<file path="src/rtl/dft4_pkg.sv">
package dft4_pkg;
    localparam int SAMP_W = 8;
    localparam int POINTS = 4;
endpackage

</file>
<file path="src/rtl/dft4_cla.sv">
module dft4_cla #(
    parameter int W = 10
) (
    input  logic [W-1:0] a,
    input  logic [W-1:0] b,
    input  logic         cin,
    output logic [W-1:0] sum
);
    logic [W-1:0] gen;
    logic [W-1:0] prp;
    logic [W-1:0] carry;

    assign gen = a & b;
    assign prp = a ^ b;
    assign carry[0] = cin;

    // each carry expanded from generate/propagate terms of all lower bits
    for (genvar i = 1; i < W; i++) begin : g_carry
        always_comb begin
            logic acc;
            acc = cin;
            for (int j = 0; j < i; j++) begin
                acc = gen[j] | (prp[j] & acc);
            end
            carry[i] = acc;
        end
    end

    assign sum = prp ^ carry;
endmodule

</file>
<file path="src/rtl/dft4_unit.sv">
module dft4_unit #(
    parameter int IN_W   = 8,
    parameter int OUT_W  = 10,
    parameter bit NEGATE = 1'b1
) (
    input  logic [IN_W-1:0]  pos_a,
    input  logic [IN_W-1:0]  pos_b,
    input  logic [IN_W-1:0]  neg_a,
    input  logic [IN_W-1:0]  neg_b,
    output logic [OUT_W-1:0] result
);
    localparam int EXT = OUT_W - IN_W;

    logic [OUT_W-1:0] pa, pb, na, nb;
    logic [OUT_W-1:0] part_pos, part_neg;
    logic             stage_cin;

    assign pa = {{EXT{pos_a[IN_W-1]}}, pos_a};
    assign pb = {{EXT{pos_b[IN_W-1]}}, pos_b};

    if (NEGATE) begin : g_sub
        assign na = ~{{EXT{neg_a[IN_W-1]}}, neg_a};
        assign nb = ~{{EXT{neg_b[IN_W-1]}}, neg_b};
        assign stage_cin = 1'b1;
    end else begin : g_add
        assign na = {{EXT{neg_a[IN_W-1]}}, neg_a};
        assign nb = {{EXT{neg_b[IN_W-1]}}, neg_b};
        assign stage_cin = 1'b0;
    end

    dft4_cla #(.W(OUT_W)) u_pos   (.a(pa), .b(pb), .cin(stage_cin), .sum(part_pos));
    dft4_cla #(.W(OUT_W)) u_neg   (.a(na), .b(nb), .cin(stage_cin), .sum(part_neg));
    dft4_cla #(.W(OUT_W)) u_merge (.a(part_pos), .b(part_neg), .cin(1'b0), .sum(result));
endmodule

</file>
<file path="src/rtl/dft4_adder_net.sv">
module dft4_adder_net
    import dft4_pkg::*;
#(
    parameter int IN_W = SAMP_W,
    parameter int NPT  = POINTS
) (
    input  logic                            clk,
    input  logic                            rst_n,
    input  logic                            in_valid,
    input  logic [NPT*IN_W-1:0]             x_re,
    input  logic [NPT*IN_W-1:0]             x_im,
    output logic                            out_valid,
    output logic [NPT*(IN_W+$clog2(NPT))-1:0] y_re,
    output logic [NPT*(IN_W+$clog2(NPT))-1:0] y_im
);
    localparam int OUT_W = IN_W + $clog2(NPT);

    logic [IN_W-1:0]  re_q [NPT];
    logic [IN_W-1:0]  im_q [NPT];
    logic             stage_v;
    logic [IN_W-1:0]  op_re [NPT][4];
    logic [IN_W-1:0]  op_im [NPT][4];
    logic [OUT_W-1:0] bin_re [NPT];
    logic [OUT_W-1:0] bin_im [NPT];
    logic [OUT_W-1:0] res_re_q [NPT];
    logic [OUT_W-1:0] res_im_q [NPT];

    // input register stage
    always_ff @(posedge clk or negedge rst_n) begin
        if (!rst_n) begin
            stage_v <= 1'b0;
            for (int n = 0; n < NPT; n++) begin
                re_q[n] <= '0;
                im_q[n] <= '0;
            end
        end else begin
            stage_v <= in_valid;
            if (in_valid) begin
                for (int n = 0; n < NPT; n++) begin
                    re_q[n] <= x_re[n*IN_W +: IN_W];
                    im_q[n] <= x_im[n*IN_W +: IN_W];
                end
            end
        end
    end

    // operand routing: slots 0,1 enter with plus, slots 2,3 with minus
    always_comb begin
        op_re[0] = '{re_q[0], re_q[1], re_q[2], re_q[3]};
        op_im[0] = '{im_q[0], im_q[1], im_q[2], im_q[3]};
        op_re[1] = '{re_q[0], im_q[1], re_q[2], im_q[3]};
        op_im[1] = '{im_q[0], re_q[3], re_q[1], im_q[2]};
        op_re[2] = '{re_q[0], re_q[2], re_q[1], re_q[3]};
        op_im[2] = '{im_q[0], im_q[2], im_q[1], im_q[3]};
        op_re[3] = '{re_q[0], im_q[3], im_q[1], re_q[2]};
        op_im[3] = '{im_q[0], re_q[1], im_q[2], re_q[3]};
    end

    for (genvar k = 0; k < NPT; k++) begin : g_bin
        dft4_unit #(.IN_W(IN_W), .OUT_W(OUT_W), .NEGATE(k != 0)) u_re (
            .pos_a(op_re[k][0]), .pos_b(op_re[k][1]),
            .neg_a(op_re[k][2]), .neg_b(op_re[k][3]),
            .result(bin_re[k])
        );
        dft4_unit #(.IN_W(IN_W), .OUT_W(OUT_W), .NEGATE(k != 0)) u_im (
            .pos_a(op_im[k][0]), .pos_b(op_im[k][1]),
            .neg_a(op_im[k][2]), .neg_b(op_im[k][3]),
            .result(bin_im[k])
        );
        assign y_re[k*OUT_W +: OUT_W] = res_re_q[k];
        assign y_im[k*OUT_W +: OUT_W] = res_im_q[k];
    end

    // result register stage
    always_ff @(posedge clk or negedge rst_n) begin
        if (!rst_n) begin
            out_valid <= 1'b0;
            for (int k = 0; k < NPT; k++) begin
                res_re_q[k] <= '0;
                res_im_q[k] <= '0;
            end
        end else begin
            out_valid <= stage_v;
            if (stage_v) begin
                for (int k = 0; k < NPT; k++) begin
                    res_re_q[k] <= bin_re[k];
                    res_im_q[k] <= bin_im[k];
                end
            end
        end
    end

    // checking-only sums across bins
    logic signed [OUT_W+1:0] bin_sum_re, bin_sum_im, four_re0, four_im0;
    always_comb begin
        bin_sum_re = '0;
        bin_sum_im = '0;
        for (int k = 0; k < NPT; k++) begin
            bin_sum_re = bin_sum_re + {{2{res_re_q[k][OUT_W-1]}}, res_re_q[k]};
            bin_sum_im = bin_sum_im + {{2{res_im_q[k][OUT_W-1]}}, res_im_q[k]};
        end
    end
    assign four_re0 = {{(OUT_W-IN_W){re_q[0][IN_W-1]}}, re_q[0], 2'b00};
    assign four_im0 = {{(OUT_W-IN_W){im_q[0][IN_W-1]}}, im_q[0], 2'b00};


    reset_clear_chk: assert property (@(posedge clk) !rst_n |=> !out_valid);

    latency_chk: assert property (@(posedge clk) disable iff (!rst_n)
        in_valid |=> ##1 out_valid);

    no_spurious_chk: assert property (@(posedge clk) disable iff (!rst_n)
        !in_valid |=> ##1 !out_valid);

    hold_chk: assert property (@(posedge clk) disable iff (!rst_n)
        !stage_v |=> ($stable(y_re) && $stable(y_im)));

    bin_sum_chk: assert property (@(posedge clk) disable iff (!rst_n)
        out_valid |-> (bin_sum_re == $past(four_re0) && bin_sum_im == $past(four_im0)));
endmodule

</file>
<file path="config.mk">
export PLATFORM = sky130hd
export DESIGN_NAME = dft4_adder_net
export DESIGN_NICKNAME = d
export VERILOG_FILES = /design/src/rtl/dft4_pkg.sv /design/src/rtl/dft4_cla.sv /design/src/rtl/dft4_unit.sv /design/src/rtl/dft4_adder_net.sv
export SDC_FILE = /design/constraint.sdc
export NUM_CORES = 1
export LEC_CHECK = 0
export BUFFER_PORTS_ARGS = -buffer_cell sky130_fd_sc_hd__buf_2
export CELL_PAD_IN_SITES_DETAIL_PLACEMENT = 0
export CELL_PAD_IN_SITES_GLOBAL_PLACEMENT = 1
export CORE_ASPECT_RATIO = 1.25
export CORE_MARGIN = 3
export CORE_UTILIZATION = 45
export DETAILED_ROUTE_END_ITERATION = 10
export HOLD_SLACK_MARGIN = 0.12
export PLACE_DENSITY_LB_ADDON = 0.1
export SLEW_MARGIN = 10
export SYNTH_ARGS = -nofsm -noshare
export SYNTH_HDL_FRONTEND = slang
export SYNTH_SLANG_ARGS = --single-unit
</file>
<file path="constraint.sdc">
create_clock -name clk -period 5.85 [get_ports clk]
set_input_delay 0.2925 -clock clk [delete_from_list [all_inputs] [get_ports clk]]
set_output_delay 0.2925 -clock clk [all_outputs]
set_load 0.01 [all_outputs]
</file>
* Word level (Yosys, flattened, before mapping)
Cells that the tools add are included.
Widths: inputs -> output; s select.
** Word-level totals
- Input port bits :: 67
- Logic and storage cells :: 492
- Flip-flop bits (word level) :: 146
- Output and inout port bits :: 81
** Operators by class
- Bitwise logic cells :: 474
** Operators with widths (number)
- $xor 10x10->10 :: 48
- $and 9x9->9 :: 24
- $or 1x1->1 :: 204
- $and 1x1->1 :: 192
- $not 10->10 :: 6

* Longest topological paths before layout
Gate-level depths: netlist of run 1.
- Depth after elaboration :: 38
- Mapped depth :: 14
- Mapped depth without buffers :: 14

* Cells and area by module
A second synthesis of run 1 with hierarchy kept.
** Second synthesis, totals
- Cells, all modules :: 776
- Area total of the unflattened synthesis :: 11861.4 µm²
** By module, submodules not included
- dft4_adder_net :: area each 6103.4 µm², seq. area each 3653.5 µm², instances 1, cells an instance 306
- dft4_cla :: area each 222.7 µm², seq. area each 0.0 µm², instances 24, cells an instance 15
- dft4_unit at g_bin[1].u_im ... :: area each 67.6 µm², seq. area each 0.0 µm², instances 6, cells an instance 18
- dft4_unit at g_bin[0].u_im ... :: area each 3.8 µm², seq. area each 0.0 µm², instances 2, cells an instance 1

* Worst setup path before layout of run 1
Ideal clock, no wire load.
- Kind :: register to register
- Start point :: register re_q (netlist bit op_re[0])
- End point :: register res_re_q (netlist bit y_re[29])
- Path slack :: 1041 ps
- Buffers on the path :: 0
- Arrival :: 4732 ps
- Clock period less this slack :: 4809 ps
- Stages on the path, launching flop included :: 15
- Required time :: 5773 ps
- Library setup time :: 77 ps
- Path through :: dfrtp_1 > inv_1 > ha_1 > fa_1 > fa_1 > fa_1 > fa_1 > fa_1 > fa_1 > fa_1 > fa_1 > inv_1 > fa_1 > xor3_1 > a21oi_1
** Between the ends
- Word-level cells in the longest chain between the ends :: 21
- Elaborated cells between the ends (all ways) :: 39
- Classes of those cells :: 39 x bitwise
** Ends and longest elaborated chain
- start: declaration :: RTL line dft4_adder_net.sv:18 : logic [IN_W-1:0] re_q [NPT];
- start signal: indexed assignment :: RTL line dft4_adder_net.sv:40 : re_q[n] <= x_re[n*IN_W +: IN_W];
- $and 9x9->9 or $xor 10x10->10 (tied branches) :: RTL line dft4_cla.sv:13, dft4_cla.sv:14
- $or 1x1->1 :: RTL line dft4_cla.sv:23 : acc = gen[j] | (prp[j] & acc);
- $and 1x1->1 or $xor 10x10->10 (tied branches) :: RTL line dft4_cla.sv:23, dft4_cla.sv:29
- $or 1x1->1 or $xor 10x10->10 (tied branches) :: RTL line dft4_cla.sv:23, dft4_cla.sv:14
- $and 1x1->1 or $xor 10x10->10 (tied branches) :: RTL line dft4_cla.sv:23, dft4_cla.sv:29
- $or 1x1->1 or $xor 10x10->10 (tied branches) :: RTL line dft4_cla.sv:23, dft4_cla.sv:14
- $and 1x1->1 or $xor 10x10->10 (tied branches) :: RTL line dft4_cla.sv:23, dft4_cla.sv:29
- $or 1x1->1 or $xor 10x10->10 (tied branches) :: RTL line dft4_cla.sv:23, dft4_cla.sv:14
- (+5 left out)
- $or 1x1->1 or $xor 10x10->10 (tied branches) :: RTL line dft4_cla.sv:23, dft4_cla.sv:14
- $and 1x1->1 or $xor 10x10->10 (tied branches) :: RTL line dft4_cla.sv:23, dft4_cla.sv:29
- $or 1x1->1 or $xor 10x10->10 (tied branches) :: RTL line dft4_cla.sv:23, dft4_cla.sv:14
- $and 1x1->1 or $xor 10x10->10 (tied branches) :: RTL line dft4_cla.sv:23, dft4_cla.sv:29
- $or 1x1->1 or $xor 10x10->10 (tied branches) :: RTL line dft4_cla.sv:23, dft4_cla.sv:14
- $xor 10x10->10 * :: RTL line dft4_cla.sv:29 : assign sum = prp ^ carry;
- $xor 10x10->10 or $or 1x1->1 (tied branches) :: RTL line dft4_cla.sv:14, dft4_cla.sv:23
- $xor 10x10->10 * :: RTL line dft4_cla.sv:29
- end signal: indexed assignment :: RTL line dft4_adder_net.sv:86 : res_re_q[k] <= bin_re[k];
- end: declaration :: RTL line dft4_adder_net.sv:25 : logic [OUT_W-1:0] res_re_q [NPT];
Every way passes the cells marked *; elsewhere a longest branch is shown, timed or not.
A chain may end at the register's enable or synchronous reset.

* Worst setup path after layout of run 1
- Start point :: register im_q[0] in the netlist's numbering
- End point :: register res_re_q (netlist bit y_re[39])
** Between the ends
- Word-level cells in the longest chain between the ends :: 21
- Elaborated cells between the ends (all ways) :: 39
- Classes of those cells :: 39 x bitwise
** Ends and longest elaborated chain
- start: declaration :: RTL line dft4_adder_net.sv:19 : logic [IN_W-1:0] im_q [NPT];
- start signal: indexed assignment :: RTL line dft4_adder_net.sv:41 : im_q[n] <= x_im[n*IN_W +: IN_W];
- $and 9x9->9 or $xor 10x10->10 (tied branches) :: RTL line dft4_cla.sv:13, dft4_cla.sv:14
- $or 1x1->1 :: RTL line dft4_cla.sv:23
- $and 1x1->1 or $xor 10x10->10 (tied branches) :: RTL line dft4_cla.sv:23, dft4_cla.sv:29
- $or 1x1->1 or $xor 10x10->10 (tied branches) :: RTL line dft4_cla.sv:23, dft4_cla.sv:14
- $and 1x1->1 or $xor 10x10->10 (tied branches) :: RTL line dft4_cla.sv:23, dft4_cla.sv:29
- $or 1x1->1 or $xor 10x10->10 (tied branches) :: RTL line dft4_cla.sv:23, dft4_cla.sv:14
- $and 1x1->1 or $xor 10x10->10 (tied branches) :: RTL line dft4_cla.sv:23, dft4_cla.sv:29
- $or 1x1->1 or $xor 10x10->10 (tied branches) :: RTL line dft4_cla.sv:23, dft4_cla.sv:14
- (+5 left out)
- $or 1x1->1 or $xor 10x10->10 (tied branches) :: RTL line dft4_cla.sv:23, dft4_cla.sv:14
- $and 1x1->1 or $xor 10x10->10 (tied branches) :: RTL line dft4_cla.sv:23, dft4_cla.sv:29
- $or 1x1->1 or $xor 10x10->10 (tied branches) :: RTL line dft4_cla.sv:23, dft4_cla.sv:14
- $and 1x1->1 or $xor 10x10->10 (tied branches) :: RTL line dft4_cla.sv:23, dft4_cla.sv:29
- $or 1x1->1 or $xor 10x10->10 (tied branches) :: RTL line dft4_cla.sv:23, dft4_cla.sv:14
- $xor 10x10->10 * :: RTL line dft4_cla.sv:29
- $xor 10x10->10 or $or 1x1->1 (tied branches) :: RTL line dft4_cla.sv:14, dft4_cla.sv:23
- $xor 10x10->10 * :: RTL line dft4_cla.sv:29
Marked as above.

==> results of run 1 <==
==> what timing repair did <==
item	CTS	global route
endpoints found under the setup margin	0	0
gates resized for setup	0	0
endpoints found under the hold margin	140	0
hold buffers	59	0
==> critical path, stage by stage (launching register included) <==
cell and delay, ns:
dfrtp_1 0.42, inv_1 0.09, ha_1 0.19, fa_1 0.48
inv_1 0.06, fa_1 0.45, fa_1 0.40, fa_1 0.39
fa_1 0.40, fa_1 0.41, fa_1 0.43, fa_1 0.42
fa_1 0.39, xor3_1 0.36, a21oi_1 0.17
==> routing by layer <==
metal / part of all wire / global-route usage / vias to the layer above
met3: 0.026 / 0.0322 / 19
met1: 0.40 / 0.244 / 3198
met4: 0.015 / 0.0467 / 0
met5: 0 / 0 / -
li1: - / - / 2864
met2: 0.56 / 0.352 / 121
==> state kept, by name, indices dropped and copies added, names as in the netlist <==
name,count
out_valid,1
stage_v,1
y_im,40
y_re,40
four_re0,8
im_q,24
op_re,8
op_im,16
four_im0,8
==> per-stage QoR <==
step                       util  std cells  instance area [µm²]
after floorplan               -        838                10800
after global placement    0.508       1284                11900
after detailed placement  0.508       1284                11900
after CTS                 0.559       1375                13000
after global routing      0.559       1375                13000
final                     0.559       1375                13000
==> cell usage after synthesis <==
| library cell | n | area [µm²] |
|---|---|---|
| inv_1 | 204 | 766 |
| ha_1 | 24 | 300 |
| buf_6 | 3 | 33.8 |
| o21ai_0 | 64 | 320 |
| mux2_2 | 68 | 766 |
| buf_2 | 13 | 65.1 |
| fa_1 | 216 | 4320 |
| mux2_4 | 4 | 60.1 |
| nor2_1 | 8 | 30.0 |
| clkbuf_1 | 6 | 22.5 |
| buf_4 | 2 | 15.0 |
| dfrtp_1 | 146 | 3650 |
| a21oi_1 | 8 | 40.0 |
| xor3_1 | 8 | 190 |
| nand2_1 | 64 | 240 |
==> worst min path at each step <==
stage / from / endpoint
floorplan: rst_n / four_im0[2]
global placement: rst_n / y_im[11]
detailed placement: rst_n / y_im[11]
CTS: x_im[3] / four_im0[5]
global route: x_re[10] / op_im[18]
finish: x_im[27] / im_q[3]
==> logic make-up (layout without fill, tap and decap cells) <==
group	after synthesis	after routing	synth area share
adder cells (fa/ha/maj)	240	240	0.427
buffers and inverters	228	445	0.0833
flip-flops	146	146	0.337
AO/OA/AOI/OAI	72	72	0.0333
multiplexers	72	72	0.0763
AND/OR/NAND/NOR	72	72	0.0250
XOR/XNOR	8	8	0.0176
==> cell type report <==
class | instances | area (µm²) | share of cell area
Clock buffer | 19 | 433 | 0.0332
Clock inverter | 13 | 158 | 0.0121
Inverter | 204 | 766 | 0.0587
Multi-Input combinational cell | 464 | 6270 | 0.481
Sequential cell | 146 | 3660 | 0.280
Tap cell | 320 | 400 | 0.0307
Timing Repair Buffer | 209 | 1360 | 0.104
==> report_power, final <==
part           switching, µW  total [µW]  leakage [µW]  internal [µW]
Sequential               208        1550       0.00173           1350
Combinational           1230        2490       0.00429           1260
Clock                    443        1110      0.000291            671
==> impl_table.tex, run 1 <==
\begin{tabular}{lr}
\hline
Metric & Value \\
\hline
\multicolumn{2}{l}{\textbf{Critical path}} \\
Category of the worst setup path capture point & flop \\
CP Data Arrival Time & 5.48 ns \\
Critical path endpoint & y\_re[39] \\
Cells on worst reg2reg path & 14 \\
Timing startpoint of the critical path & im\_q[0] \\
CP Class & reg2reg \\
CP Max Fanout & 4 \\
Source of the worst register-to-register timing path & im\_q[0] \\
Setup slack of the most critical reg-to-reg path & 0.72 ns \\
Terminus of the critical flop-to-flop path & y\_re[39] \\
Required @ worst endpoint & 6.20 ns \\
Startpoint kind of the worst setup timing path & flop \\
\multicolumn{2}{l}{\textbf{Routing}} \\
Remaining antenna violation count after routing & 0 \\
Pre-Repair DR Iteration Count & 4 \\
Routed wire length per instance & 16.8 µm \\
Overall via count from detail\_route & 6202 \\
Number of remaining DRC errors & 0 \\
Wire length after detailed routing & 23.1 mm \\
Via density per instance & 4.51 \\
DRC violation total after the first TritonRoute iteration & 171 \\
\multicolumn{2}{l}{\textbf{Min path}} \\
Min-delay worst type & in2reg \\
Worst Hold Depth & 3 \\
\multicolumn{2}{l}{\textbf{Placed design}} \\
Post-Place Worst Slack & 0.723 ns \\
GPL Wtd Cong & 0.780 \\
HPWL reported at the end of detailed placement & 18.6 mm \\
Buffers added on ports & 147 \\
\multicolumn{2}{l}{\textbf{CTS}} \\
CTS tree & yes \\
Clock Latency Late Sink & 0.43 ns \\
Number of buffers added by the clock tree synthesis step & 17 \\
CTS Root Cell & clkbuf\_16 \\
H-tree levels & 4 \\
Sinks on Clock Net & 146 \\
Max Root-Sink Buffers & 2 \\
Count of buffers added by post-CTS timing repair for setup & 0 \\
Reg clk slew, reported paths & 0.07 ns \\
\multicolumn{2}{l}{\textbf{Pwr}} \\
Total chip power & 5160 µW \\
Pleak & 0.00631 µW \\
PD cells & 395 nW/µm² \\
Worst voltage drop across the vdd grid & 215 µV \\
\multicolumn{2}{l}{\textbf{STA}} \\
Ratio of final minimum period to clock period & 0.877 \\
Min setup slack post-route & 0.718 ns \\
Fmax & 195 MHz \\
Relative slew slack & 0.412 \\
Final hold slack & 0.140 ns \\
Final total negative setup slack & 0 ns \\
Worst Skew & 0.0135 ns \\
Unrepaired setup endpoints after global routing & no \\
Number of max-slew violations in the final report & 0 \\
Final setup violation count & 0 \\
Final hold viol count & 0 \\
Post-layout minimum cycle time & 5.13 ns \\
Measured slew at the worst slew-check pin & 0.881 ns \\
\multicolumn{2}{l}{\textbf{Logic synthesis}} \\
Number of nets produced by synthesis & 1145 \\
Count of different cell masters after synthesis & 15 \\
Post-Synthesis Cells & 838 \\
Combined area of all synthesized cells & 10800 µm² \\
Sequential-to-total area share from yosys stat & 0.337 \\
Mean Syn Cell Area & 12.9 µm² \\
Ys Warns & 0 \\
Post-synthesis register bit count & 146 \\
\multicolumn{2}{l}{\textbf{Die}} \\
Die span in y & 179 µm \\
Full die area & 26000 µm² \\
Die span in x & 145 µm \\
Effective utilization at floorplan & 0.464 \\
Number of primary I/O pins & 148 \\
FP Rows & 62 \\
Core region area & 23300 µm² \\
\multicolumn{2}{l}{\textbf{Cells and area}} \\
Most common library cell in the layout ignoring fill and taps & fa\_1 \\
Layout net count & 1349 \\
Layout overhead on the synthesized area & 20.5\% \\
Share of cells above drive strength 1 & 0.240 \\
Number of diodes & 0 \\
Most used cells in the layout excluding fill and tap cells & fa\_1, inv\_1, dfrtp\_1, buf\_2, mux2\_2 \\
Fillers & 2059 \\
\multicolumn{2}{l}{\textbf{Global route}} \\
Pin count of the biggest net entering global routing & 84 \\
Combined global-route utilization of all metal layers & 0.195 \\
Number of antenna violations at the first check in global routing & 0 \\
Global-route wire length before repair & 38.6 mm \\
Gr ovfl total & 0 \\
Number of global-route vias before repair & 7256 \\
\multicolumn{2}{l}{\textbf{Run}} \\
Max-Cap Viols & 0 \\
\multicolumn{2}{l}{\textbf{Outcome}} \\
Run status & complete, no violations \\
\hline
\end{tabular}
Power figures use the tool's default switching activity.
==> inputs of run 2 (changes only) <==
- CELL_PAD_IN_SITES_DETAIL_PLACEMENT: 0 -> 1
==> run 2 against run 1 <==
Net effect:
- total power hardly changed
- cell area shrank 0.55%
- clock-buffer cell count decreased by 2
- clock skew down 0.0023 ns
- sequential share of layout area rose by 0.15 points
- worst setup slack lost 0.020 ns
- highest routed layer unchanged
==> impl_table.tex, run 2 (same netlist as run 1, synthesis figures left out) <==
\begin{tabular}{lr}
\hline
Metric & Value \\
\hline
\multicolumn{2}{l}{\textbf{Critical path}} \\
Source of the worst register-to-register timing path & four\_im0[2] \\
Required @ worst endpoint & 6.14 ns \\
Timing startpoint of the critical path & four\_im0[2] \\
Cells on worst reg2reg path & 14 \\
CP Max Fanout & 4 \\
Terminus of the critical flop-to-flop path & y\_im[39] \\
CP Data Arrival Time & 5.45 ns \\
Category of the worst setup path capture point & flop \\
Startpoint kind of the worst setup timing path & flop \\
CP Class & reg2reg \\
Setup slack of the most critical reg-to-reg path & 0.70 ns \\
\multicolumn{2}{l}{\textbf{Outcome}} \\
Run status & complete, no violations \\
\multicolumn{2}{l}{\textbf{Min path}} \\
Hold EP & op\_im[6] \\
Min-delay worst type & in2reg \\
Min-Delay Startpoint & x\_re[30] \\
Worst Hold Depth & 3 \\
\multicolumn{2}{l}{\textbf{Routing}} \\
Via density per instance & 4.65 \\
Pre-Repair DR Iteration Count & 4 \\
Wire length after detailed routing & 25.2 mm \\
Remaining antenna violation count after routing & 0 \\
Number of remaining DRC errors & 0 \\
Overall via count from detail\_route & 6378 \\
DRC violation total after the first TritonRoute iteration & 166 \\
Routed wire length per instance & 18.4 µm \\
\multicolumn{2}{l}{\textbf{Cells and area}} \\
Most common library cell in the layout ignoring fill and taps & fa\_1 \\
Most used cells in the layout excluding fill and tap cells & fa\_1, inv\_1, dfrtp\_1, buf\_2, mux2\_2 \\
Fillers & 2410 \\
Layout net count & 1345 \\
Share of cells above drive strength 1 & 0.243 \\
Layout overhead on the synthesized area & 19.8\% \\
Core utilization of the finished layout & 0.556 \\
Number of diodes & 0 \\
\multicolumn{2}{l}{\textbf{Die}} \\
Full die area & 26000 µm² \\
Core region area & 23300 µm² \\
Die span in y & 179 µm \\
Die span in x & 145 µm \\
Number of primary I/O pins & 148 \\
FP Rows & 62 \\
Effective utilization at floorplan & 0.464 \\
\multicolumn{2}{l}{\textbf{CTS}} \\
Sinks on Clock Net & 146 \\
Reg clk slew, reported paths & 0.07 ns \\
Number of buffers added by the clock tree synthesis step & 17 \\
Clock Latency Late Sink & 0.44 ns \\
CTS Root Cell & clkbuf\_16 \\
H-tree levels & 4 \\
Count of buffers added by post-CTS timing repair for setup & 0 \\
CTS tree & yes \\
Max Root-Sink Buffers & 2 \\
\multicolumn{2}{l}{\textbf{STA}} \\
Ratio of final minimum period to clock period & 0.881 \\
Final hold viol count & 0 \\
Number of max-slew violations in the final report & 0 \\
Unrepaired setup endpoints after global routing & no \\
Measured slew at the worst slew-check pin & 0.907 ns \\
Fmax & 194 MHz \\
Final total negative setup slack & 0 ns \\
Worst Skew & 0.0112 ns \\
Post-layout minimum cycle time & 5.15 ns \\
Relative slew slack & 0.394 \\
Final hold slack & 0.129 ns \\
Final setup violation count & 0 \\
Min setup slack post-route & 0.698 ns \\
\multicolumn{2}{l}{\textbf{Global route}} \\
Gr ovfl total & 0 \\
Global-route wire length before repair & 41.6 mm \\
Combined global-route utilization of all metal layers & 0.212 \\
Number of global-route vias before repair & 7771 \\
Pin count of the biggest net entering global routing & 84 \\
Number of antenna violations at the first check in global routing & 0 \\
\multicolumn{2}{l}{\textbf{Placed design}} \\
Buffers added on ports & 147 \\
Post-Place Worst Slack & 0.634 ns \\
GPL Wtd Cong & 0.780 \\
HPWL reported at the end of detailed placement & 20.0 mm \\
\multicolumn{2}{l}{\textbf{Pwr}} \\
Pleak & 0.00628 µW \\
Total chip power & 5150 µW \\
PD cells & 397 nW/µm² \\
Worst voltage drop across the vdd grid & 229 µV \\
\multicolumn{2}{l}{\textbf{Run}} \\
Max-Cap Viols & 0 \\
\hline
\end{tabular}
run 2: cell types whose count changed in the layout (fill, tap and decap cells not counted):
cell	delta
clkbuf_1	-2
clkinvlp_4	+2
dlygate4sd3_1	-4
inv_6	+1
bufinv_16	-2
clkinv_4	+2
clkinv_2	-1
run 2: where the power goes:
part,leakage [µW],total [µW],switching [µW],internal (µW)
sequential,0.00173,1560,212,1350
clock,0.000270,1060,469,587
combinational,0.00428,2540,1270,1270
run 2: area by class of cell:
type	count	area (µm²)	share of cell area
repair buffers	205	1320	0.102
inverters	204	766	0.0590
clock inverters	15	134	0.0103
clock buffers	17	425	0.0328
flip-flops and latches	146	3660	0.282
well taps	320	400	0.0309
multi-input cells	464	6270	0.483
run 2: worst max-delay path, cell delays in order, from the launching register on:
cell and delay [ns]:
dfrtp_1 0.35, inv_1 0.11, ha_1 0.23, fa_1 0.41, fa_1 0.39, fa_1 0.41, fa_1 0.41, fa_1 0.40
fa_1 0.43, fa_1 0.44, fa_1 0.50, inv_1 0.06, fa_1 0.42, xor3_1 0.39, a21oi_1 0.07
run 2: metal layers:
layer,wire [µm],track usage,vias up
met1,9580,0.247,3382
li1,-,-,2845
met3,720,0.0354,29
met2,14500,0.399,122
met5,0,0,-
met4,426,0.0541,0
run 2: how the worst max path moves through the flow:
stage / slack (ns) / end / depth (start not counted)
final: 0.70 / y_im[39] / 14
after global routing: 0.49 / y_re[39] / 14
after CTS: 0.65 / y_im[39] / 14
after detailed placement: 0.63 / y_im[39] / 14
after global placement: 0.81 / y_re[39] / 14
after floorplan: 1.04 / y_re[29] / 14
run 2: per-stage QoR:
stage | area (µm²) | instances
floorplan | 10800 | 838
global placement | 11900 | 1284
detailed placement | 11900 | 1284
CTS | 13000 | 1371
global route | 13000 | 1371
finish | 13000 | 1371
run 2: repair_timing:
item	in CTS	in global routing
hold buffers	55	0
endpoints found under the setup margin	0	0
resized for setup	0	0
endpoints found under the hold margin	136	0
